[src/rtl/arith_copro.sv]
module arith_copro #(
  parameter int W  = 8,
  parameter int AW = 3
) (
  input  logic          clk,
  input  logic          rst_n,
  input  logic          cs,
  input  logic          we,
  input  logic [AW-1:0] addr,
  input  logic [W-1:0]  wdata,
  output logic [W-1:0]  rdata
);
  localparam int CW = $clog2(W);
  localparam logic [AW-1:0] A_OFS = 0, B_OFS = 1, PL_OFS = 2, PH_OFS = 3,
                            Q_OFS = 4, R_OFS = 5, ST_OFS = 6, CMD_OFS = 7;
  localparam logic [W-1:0] CMD_MUL = 1, CMD_DIV = 2;
  localparam logic [3:0]   SIG = 4'hA;

  logic [W-1:0]  op_a, op_b, prod_lo, prod_hi, quo, rem, acc, sh;
  logic [CW-1:0] cnt;
  logic          busy, done, err, is_div;

  wire wr    = cs & we;
  wire start = wr && addr == CMD_OFS && !busy && (wdata == CMD_MUL || wdata == CMD_DIV);
  wire last  = busy && cnt == CW'(W-1);

  wire [W:0]   msum = {1'b0, acc} + (sh[0] ? {1'b0, op_a} : '0);
  wire [W:0]   dsh  = {acc, sh[W-1]};
  wire         dge  = dsh >= {1'b0, op_b};
  wire [W:0]   ddif = dsh - {1'b0, op_b};
  wire [W-1:0] nacc = is_div ? (dge ? ddif[W-1:0] : dsh[W-1:0]) : msum[W:1];
  wire [W-1:0] nsh  = is_div ? {sh[W-2:0], dge} : {msum[0], sh[W-1:1]};

  wire [W-1:0] status = {done ? SIG : 4'h0, 1'b0, err, done, busy};

  always_ff @(posedge clk) begin
    if (!rst_n) begin
      op_a <= '0; op_b <= '0; prod_lo <= '0; prod_hi <= '0;
      quo <= '0; rem <= '0; acc <= '0; sh <= '0; cnt <= '0;
      busy <= 1'b0; done <= 1'b0; err <= 1'b0; is_div <= 1'b0;
    end else begin
      if (wr && !busy && (addr == A_OFS || addr == B_OFS)) begin
        if (addr == A_OFS) op_a <= wdata;
        else               op_b <= wdata;
        done <= 1'b0;
        err  <= 1'b0;
      end
      if (start) begin
        busy   <= 1'b1;
        done   <= 1'b0;
        err    <= 1'b0;
        cnt    <= '0;
        is_div <= wdata == CMD_DIV;
        acc    <= '0;
        sh     <= wdata == CMD_DIV ? op_a : op_b;
      end else if (busy) begin
        acc <= nacc;
        sh  <= nsh;
        cnt <= cnt + 1'b1;
        if (last) begin
          busy <= 1'b0;
          done <= 1'b1;
          if (is_div) begin
            quo <= nsh;
            rem <= nacc;
            err <= op_b == '0;
          end else begin
            prod_lo <= nsh;
            prod_hi <= nacc;
          end
        end
      end
    end
  end

  always_comb begin
    case (addr)
      A_OFS:   rdata = op_a;
      B_OFS:   rdata = op_b;
      PL_OFS:  rdata = prod_lo;
      PH_OFS:  rdata = prod_hi;
      Q_OFS:   rdata = quo;
      R_OFS:   rdata = rem;
      ST_OFS:  rdata = status;
      default: rdata = '0;
    endcase
  end


  start_busy_chk: assert property (@(posedge clk) disable iff (!rst_n)
    start |=> busy && !done);


  busy_done_excl_chk: assert property (@(posedge clk) disable iff (!rst_n)
    !(busy && done));


  done_after_busy_chk: assert property (@(posedge clk) disable iff (!rst_n)
    $rose(done) |-> $past(busy));


  err_needs_done_chk: assert property (@(posedge clk) disable iff (!rst_n)
    err |-> done && quo == '1 && rem == op_a && op_b == '0);


  operands_hold_chk: assert property (@(posedge clk) disable iff (!rst_n)
    busy && $past(busy) |-> $stable(op_a) && $stable(op_b));


  no_float_pattern_chk: assert property (@(posedge clk) disable iff (!rst_n)
    status != 8'hFF);
endmodule

[config.mk]
export PLATFORM = sky130hd
export DESIGN_NAME = arith_copro
export DESIGN_NICKNAME = d
export VERILOG_FILES = /design/src/rtl/arith_copro.sv
export SDC_FILE = /design/constraint.sdc
export NUM_CORES = 1
export LEC_CHECK = 0
export BUFFER_PORTS_ARGS = -buffer_cell sky130_fd_sc_hd__clkbuf_2
export CORE_MARGIN = 2
export CORE_UTILIZATION = 40
export CTS_BUF_LIST = sky130_fd_sc_hd__clkbuf_4 sky130_fd_sc_hd__clkbuf_8 sky130_fd_sc_hd__clkbuf_16
export DETAILED_ROUTE_END_ITERATION = 6
export GPL_TIMING_DRIVEN = 1
export PLACE_DENSITY = 0.57
export RECOVER_POWER = 50
export SYNTH_ARGS = -nofsm -noshare
export SYNTH_HDL_FRONTEND = slang
export SYNTH_SLANG_ARGS = --single-unit
[constraint.sdc]
create_clock -name clk -period 2.9 [get_ports clk]
set_input_delay 0.435 -clock clk [delete_from_list [all_inputs] [get_ports clk]]
set_output_delay 0.435 -clock clk [all_outputs]
set_load 0.01 [all_outputs]
==> results.json, run 1 <==
{
  "outcome": "finished, final reports clean",
  "dp_hpwl_um": 8960,
  "hold_viol_final": 0,
  "fp.dieW_um": 106,
  "synthCells": 509,
  "worst_skew_pair.late_latency_ns": 0.36,
  "num_vias": 3711,
  "numPlacedInstances": 655,
  "min_to": "op_a[3]",
  "htree_levels": 3,
  "p_comb_frac": 0.064,
  "yosysTopAreaCell": "dfxtp_1",
  "cts_buffers": 9,
  "io-pin-count": 23,
  "tightest_slew_ns": 0.742,
  "ctsResizeCount": 0,
  "sw_frac_of_total": 0.255,
  "ys_seq_area_frac": 0.344,
  "cp.arrival_ns": 2.86,
  "synth_seq_cells": 71,
  "p_leak_nw": 1.87,
  "r2r_start": "op_b[2]",
  "syn_area_per_cell_um2": 8.12,
  "cp_data_required_time_ns": 3.17,
  "slew_headroom": 0.504,
  "stdcell_area_um2": 4590,
  "antenna_found_initial": 0,
  "timing.rr.end": "acc[0]",
  "initial_utilization": 0.406,
  "cts_setup_buffers": 0,
  "ant_nets": 0,
  "fmax_mhz": 385,
  "syn_area_um2": 4130,
  "synth_edf_count": 0,
  "skew_ns": 0.0136,
  "startpoint_type": "flop",
  "peakVddDrop_mv": 0.228,
  "clk_pin_slew_ns": 0.09,
  "grt_max_degree": 57,
  "critPathKind": "reg2reg",
  "gp_congestion": 0.852,
  "finalPower_mw": 1.92,
  "wl_per_cell_um": 18.0,
  "p_int_mw": 1.43,
  "p_sw_uw": 490,
  "drive_gt1_frac": 0.148,
  "yosysWarnings": 0,
  "clockPowerShare": 0.425,
  "viasPerCell": 5.53,
  "yosysUniqueCellTypes": 50,
  "ctsHoldBuffers": 0,
  "first_iter_violations": 278,
  "dpl_cell_area_um2": 4400,
  "cts_sinks": 71,
  "crit_chain": "inv_1 > ha_1 > a21oi_1 > nand2_1 > a311oi_1 > o41ai_2 > buf_4 > mux2i_1 > mux2i_1 > a211oi_1",
  "finalMaxSlewViolations": 0,
  "hp-start": "wdata[3]",
  "endpoint_kind": "flop",
  "clockBufferDepth": 2,
  "timing.final.crit_share": 0.896,
  "routed_wl_um": 12100,
  "syn2layout_area_growth_pct": 11.1,
  "fp-row-count": 37,
  "grt_pass1_wl_um": 19300,
  "hold_path.class": "in2reg",
  "design.die.area_um2": 11200,
  "grt_pass1_vias": 3625,
  "powerDensity_nw_per_um2": 419,
  "cpMostUsedCell": "mux2i_1",
  "synth_nets": 544,
  "drc": 0,
  "final_cells": 671,
  "synth_most_common_cell": "nand2_1",
  "synth_common_cells": "nand2_1 (80), dfxtp_1 (71), a21oi_1 (56)",
  "diodes": 0,
  "grt_usage": 0.224,
  "port_buffers": 22,
  "finalNetCount": 565,
  "crit_fanout": 11,
  "synthTopCellsByArea": "dfxtp_1 (34%), nand2_1 (7.3%), mux2i_1 (7.0%)",
  "fp.coreArea_um2": 10200,
  "cp_slowest_cell": "dfxtp_1",
  "cts_tree": "done",
  "reg2reg_depth": 10,
  "setup_viol": 0,
  "maxCapViolCount": 0,
  "critPathMaxStageDelay_ns": 0.43,
  "reg2reg_setup_slack_ns": 0.30,
  "period_needed_ns": 2.60,
  "hold_depth": 3,
  "dr.pass1.iters": 5,
  "whs_ns": 0.347,
  "rsz0062_at_grt": "no",
  "overflow": 0,
  "fin_tns_setup_ns": 0,
  "clockRootBuffer": "clkbuf_8",
  "synthArstFlopShare": 0,
  "die_y_um": 106,
  "synth-main-ff-cell": "dfxtp_1",
  "seqPwrFrac": 0.511,
  "synth_top_area_share": 0.344
}
==> state kept, by name, indices dropped and copies added (netlist names), 3 cells and up <==
name and count:
acc 8, op_a 8, op_b 8, prod_hi 8
prod_lo 8, quo 8, rem 8, sh 8
cnt 3
==> area by class of cell <==
| class | instances | area, um^2 |
|---|---|---|
| clock buffers | 10 | 131 |
| repair buffers | 41 | 238 |
| flip-flops and latches | 71 | 1420 |
| multi-input cells | 390 | 2500 |
| well taps | 136 | 170 |
| inverters | 17 | 63.8 |
| clock inverters | 6 | 68.8 |
| fillers | 1097 | 5600 |
==> critical path: cells and delay by family, from the launching register on <==
family,cells,cell delay (ns)
compound gates,4,0.85
fa+ha+maj,1,0.36
buf+inv,2,0.31
flops,1,0.43
mux,2,0.45
simple gates,1,0.11
==> power groups by stage <==
stage               combinational [mW]  sequential (mW)  clock (mW)
floorplan                       0.0799             1.00           0
global placement                 0.122             1.00           0
detailed placement               0.122             1.00           0
CTS                              0.123            0.981       0.825
global route                     0.134            0.982       0.865
finish                           0.123            0.982       0.817
==> layer usage <==
metal  wire length (um)  global-route usage  share of wire
met5                  0                   0              0
met4                299              0.0846          0.025
met3                527              0.0501          0.044
met2               5710               0.352           0.47
met1               5560               0.301           0.46
==> cell families (layout without fill, tap and decap cells) <==
kind of cell    Yosys count  after routing  share of synthesized area
fa+ha+maj                20             20                     0.0642
flops                    71             71                      0.344
compound gates          123            123                      0.183
simple gates            185            185                      0.195
buf+inv                  48             74                     0.0521
xor+xnor                 11             11                     0.0233
mux                      51             51                      0.138
==> cell usage in the layout, fill, tap and decap left out, types with 15 or more instances in the layout <==
cell type  synthesis  final
nand2_1           80     80
a21oi_1           56     56
o21ai_0           22     22
clkbuf_2           0     22
inv_1             17     17
nand3_1           18     18
mux2i_1           29     29
ha_1              18     18
nor2_1            52     52
buf_4              1     15
dfxtp_1           71     71
mux2_2            19     19
==> how the worst max path moves through the flow <==
stage | startpoint | end | depth (start not counted)
after floorplan | sh[0] | acc[5] | 11
after CTS | op_b[2] | acc[0] | 10
after global placement | op_b[2] | acc[0] | 10
after detailed placement | op_b[2] | acc[4] | 10
after global routing | op_b[2] | acc[0] | 10
final | op_b[2] | acc[0] | 10
==> through the flow <==
stage | util | setup WS, ns
floorplan | - | 0.679
global placement | 0.432 | 0.412
detailed placement | 0.432 | 0.355
CTS | 0.452 | 0.335
global route | 0.451 | 0.123
finish | 0.451 | 0.302
No activity file was read; power rests on OpenSTA's default activity.
==> run 2, diff against run 1 <==
ABC_AREA = 1   (was not set)
GPL_TIMING_DRIVEN = 0   (was 1)
==> results.json, run 2 <==
{
  "initial_utilization": 0.408,
  "diodes": 0,
  "peakVddDrop_mv": 0.248,
  "fmax_mhz": 420,
  "p_int_mw": 1.42,
  "maxCapViolCount": 0,
  "crit_chain": "ha_1 > ha_1 > nand2_1 > nor2_1 > inv_1 > clkbuf_1 > a31oi_1 > nor2_1",
  "synth-main-ff-cell": "dfxtp_1",
  "num_vias": 4553,
  "tightest_slew_ns": 0.626,
  "final_cells": 844,
  "antenna_found_initial": 0,
  "dr.pass1.iters": 7,
  "fp.dieW_um": 109,
  "grt_max_degree": 14,
  "synth_seq_cells": 71,
  "hold_viol_final": 0,
  "fin_tns_setup_ns": 0,
  "cp_data_required_time_ns": 3.17,
  "design.die.area_um2": 11900,
  "grt_pass1_vias": 4172,
  "synth_most_common_cell": "nand2_1",
  "critPathKind": "reg2reg",
  "startpoint_type": "flop",
  "p_leak_nw": 2.41,
  "clockBufferDepth": 2,
  "sw_frac_of_total": 0.274,
  "clockPowerShare": 0.420,
  "synth_nets": 701,
  "clockRootBuffer": "clkbuf_8",
  "crit_fanout": 10,
  "cts_buffers": 9,
  "dp_hpwl_um": 11500,
  "drive_gt1_frac": 0.0980,
  "r2r_start": "cnt[0]",
  "clk_pin_slew_ns": 0.09,
  "cts_setup_buffers": 0,
  "skew_ns": 0.0181,
  "overflow": 0,
  "synthTopCellsByArea": "dfxtp_1 (32%), nand2_1 (13%), inv_1 (9.1%)",
  "gp_congestion": 0.971,
  "syn2layout_area_growth_pct": 10.1,
  "cts_sinks": 71,
  "drc": 0,
  "setup_ws_ns": 0.519,
  "die_y_um": 109,
  "synth_top_area_share": 0.321,
  "syn_area_per_cell_um2": 6.65,
  "cp.arrival_ns": 2.65,
  "numPlacedInstances": 828,
  "p_sw_uw": 537,
  "synth_edf_count": 0,
  "endpoint_kind": "flop",
  "port_buffers": 22,
  "worst_skew_pair.late_latency_ns": 0.38,
  "first_iter_violations": 423,
  "cts_tree": "done",
  "io-pin-count": 23,
  "grt_pass1_wl_um": 23000,
  "p_comb_frac": 0.078,
  "ys_seq_area_frac": 0.321,
  "post-place-ws_ns": 0.573,
  "hold_path.class": "in2reg",
  "powerDensity_nw_per_um2": 402,
  "setup_viol": 0,
  "yosysWarnings": 0,
  "htree_levels": 3,
  "ctsHoldBuffers": 0,
  "yosysTopAreaCell": "dfxtp_1",
  "syn_area_um2": 4430,
  "synthCells": 666,
  "viasPerCell": 5.39,
  "crit_start": "cnt[0]",
  "synth_common_cells": "nand2_1 (156), inv_1 (107), dfxtp_1 (71)",
  "ant_nets": 0,
  "hp-start": "wdata[7]",
  "seqPwrFrac": 0.502,
  "grt_usage": 0.264,
  "critPathMaxStageDelay_ns": 0.45,
  "final_common_cell": "nand2_1",
  "rsz0062_at_grt": "no",
  "yosysUniqueCellTypes": 39,
  "synthArstFlopShare": 0,
  "timing.final.crit_share": 0.821,
  "ctsResizeCount": 0,
  "slew_headroom": 0.583,
  "period_needed_ns": 2.38,
  "outcome": "finished, final reports clean",
  "finalNetCount": 734,
  "routed_wl_um": 14800,
  "fp-row-count": 38,
  "fp.coreArea_um2": 10800,
  "cp_slowest_cell": "nor2_1",
  "cp.buffers_inverters": 2,
  "finalMaxSlewViolations": 0,
  "cp_top_family": "buffers and inverters",
  "wl_per_cell_um": 17.6,
  "layout_common_cells": "nand2_1 (156), inv_1 (108), dfxtp_1 (71), nand3_1 (59), a21oi_1 (53)"
}
## run 2: cell families after synthesis
kind of cell,after synthesis,synth area share
AO/OA/AOI/OAI,128,0.166
XOR/XNOR,5,0.00989
adder cells (fa/ha/maj),20,0.0599
buffers and inverters,138,0.132
flip-flops,71,0.321
AND/OR/NAND/NOR,304,0.311
## run 2: tightest hold or removal path, delay by kind of cell
kind	cells	cell delay, ns
buffers and inverters	2	0.15
AOI/OAI and AO/OA	1	0.05
## run 2: power groups by stage
| stage | registers (mW) | logic (mW) | clock network [mW] |
|---|---|---|---|
| after floorplan | 1.00 | 0.101 | 0 |
| after global placement | 1.01 | 0.149 | 0 |
| after detailed placement | 1.01 | 0.150 | 0 |
| after CTS | 0.984 | 0.151 | 0.838 |
| after global routing | 0.985 | 0.167 | 0.886 |
| final | 0.985 | 0.152 | 0.823 |
## run 2: layout make-up
cell class	instances	area (um^2)
inverters	112	422
clock inverters	7	71.3
fillers	1196	5960
multi-input cells	457	2410
clock buffers	9	124
plain buffers	26	144
well taps	140	175
flip-flops and latches	71	1420
repair buffers	22	110
## run 2: path summary, 6_finish.rpt
path,endpoint,slack (ns),cells past startpoint
worst min register to register,cnt[2],0.47,2
worst min-delay path,op_b[7],0.31,3
worst max-delay path,err,0.52,8
worst max register to register,err,0.52,8
## run 2: through the flow
stage	utilization	hold WS, ns	power, mW	cell area, um^2
4_1_cts	0.453	0.297	1.97	4910
5_1_grt	0.450	0.319	2.04	4880
6_report	0.450	0.307	1.96	4880
2_1_floorplan	-	0.430	1.11	4430
3_3_place_gp	0.435	0.452	1.16	4710
3_5_place_dp	0.435	0.456	1.16	4710
## run 2: routing by layer
| metal | GRT usage | routed length, um |
|---|---|---|
| met5 | 0 | 0 |
| met4 | 0.121 | 526 |
| met3 | 0.0436 | 984 |
| met2 | 0.386 | 6320 |
| met1 | 0.377 | 6980 |
==> run 3, diff against run 2 <==
clock period = 2.2 ns   (was 2.9 ns; I/O delays follow)
==> results.json, run 3 (synthesis gave the netlist of run 2 again) <==
{
  "syn2layout_area_growth_pct": 12.0,
  "wl_per_cell_um": 17.7,
  "cts_tree": "done",
  "gp_congestion": 0.971,
  "cp_slowest_cell": "a221oi_1",
  "grt_pass1_wl_um": 23000,
  "dr.pass1.iters": 5,
  "overflow": 0,
  "setup_ws_ns": 0.151,
  "viasPerCell": 5.40,
  "final_cells": 846,
  "io-pin-count": 23,
  "clockRootBuffer": "clkbuf_8",
  "cpMostUsedCell": "clkbuf_2",
  "grt_pass1_vias": 4171,
  "crit_fanout": 9,
  "p_leak_nw": 2.42,
  "tightest_slew_ns": 0.633,
  "cts_buffers": 9,
  "critPathKind": "in2out",
  "critPathMaxStageDelay_ns": 0.46,
  "numPlacedInstances": 828,
  "critPathCapture": "rdata[6]",
  "reg2reg_depth": 13,
  "crit_chain": "clkbuf_2 > nor2_1 > nand2_1 > inv_1 > a221oi_1 > o211ai_1 > clkbuf_2",
  "setup_viol": 0,
  "layout_common_cells": "nand2_1 (157), inv_1 (105), dfxtp_1 (68), nand3_1 (57), a21oi_1 (53)",
  "fp.coreArea_um2": 10800,
  "clk_pin_slew_ns": 0.08,
  "cp_data_required_time_ns": 1.87,
  "skew_ns": 0.0175,
  "outcome": "finished, final reports clean",
  "num_vias": 4570,
  "ant_nets": 0,
  "port_buffers": 22,
  "grt_max_degree": 14,
  "finalPower_mw": 2.59,
  "routed_wl_um": 14900,
  "fp-row-count": 38,
  "final_common_cell": "nand2_1",
  "worst_skew_pair.late_latency_ns": 0.38,
  "cp.arrival_ns": 1.72,
  "rsz0062_at_grt": "no",
  "finalNetCount": 736,
  "htree_levels": 3,
  "maxCapViolCount": 0,
  "grt_usage": 0.264,
  "antenna_found_initial": 0,
  "timing.final.crit_share": 0.932,
  "r2r_start": "op_b[2]",
  "first_iter_violations": 376,
  "design.die.area_um2": 11900,
  "drc": 0,
  "slew_headroom": 0.578,
  "timing.rr.end": "rem[6]",
  "diodes": 0,
  "crit_start": "addr[2]",
  "reg2reg_setup_slack_ns": 0.16,
  "dp_hpwl_um": 11500,
  "period_needed_ns": 2.05,
  "num-fill-cells": 1190,
  "peakVddDrop_mv": 0.328,
  "startpoint_type": "input port",
  "fmax_mhz": 488,
  "powerDensity_nw_per_um2": 523,
  "die_y_um": 109,
  "initial_utilization": 0.408,
  "endpoint_kind": "output pin",
  "post-place-ws_ns": -0.127,
  "clockBufferDepth": 2,
  "drive_gt1_frac": 0.122,
  "finalMaxSlewViolations": 0,
  "hold_path.class": "in2reg",
  "fp.dieW_um": 109,
  "hold_viol_final": 0,
  "cts_sinks": 71
}
-- run 3: changes by cell type in the layout (fill, tap and decap cells not counted), sizes merged --
cell,change
buf,+2
clkbuf,-1
clkinvlp,-1
inv,+1
nand2,+1
-- run 3: final cells by class --
type,instances,area (um^2),share of cell area
Buffer,25,136,0.0275
Clock inverter,7,71.3,0.0144
Clock buffer,9,124,0.0250
Timing Repair Buffer,24,123,0.0247
Inverter,112,425,0.0858
Tap cell,140,175,0.0353
Sequential cell,71,1430,0.288
Multi-Input combinational cell,458,2470,0.499
-- run 3: power breakdown --
group | switching, mW | internal (mW)
registers | 0.00804 | 1.29
logic | 0.144 | 0.0661
clock network | 0.560 | 0.525
total | 0.712 | 1.88
-- run 3: metal layers --
layer  up-vias  part of all wire  track usage
met1      2088              0.47        0.375
met5         -                 0            0
met4         0             0.030        0.118
met3        27             0.076       0.0436
li1       2254                 -            -
met2       201              0.43        0.390
-- run 3: per-stage QoR --
step	util	area (um^2)	setup TNS, ns	hold WS, ns
final	0.457	4960	0	0.203
after global routing	0.457	4960	0	0.214
after global placement	0.435	4710	-0.402	0.452
after floorplan	-	4430	0	0.430
after CTS	0.452	4900	0	0.192
after detailed placement	0.435	4710	-0.387	0.456
-- run 3: timing repair --
action | in CTS | in global routing
endpoints found under the setup margin | 4 | 22
hold buffers | 0 | 0
endpoints found under the hold margin | 0 | 0
buffers inserted | 0 | 2
cloned | 0 | 1
gates resized for setup | 0 | 15
-- run 3: how the worst min path moves through the flow --
stage | from | endpoint | slack (ns) | depth (start not counted)
2_1_floorplan | prod_lo[1] | prod_lo[1] | 0.43 | 2
3_3_place_gp | quo[1] | quo[1] | 0.45 | 2
3_5_place_dp | done | done | 0.46 | 2
4_1_cts | wdata[7] | op_b[7] | 0.19 | 3
5_1_grt | wdata[7] | op_b[7] | 0.21 | 3
6_report | wdata[7] | op_b[7] | 0.20 | 3
-- run 3: worst max-delay path, delay by kind of cell --
kind                   cells  cell delay (ns)
AOI/OAI and AO/OA          2             0.61
and+or+nand+nor            2             0.40
buffers and inverters      3             0.39
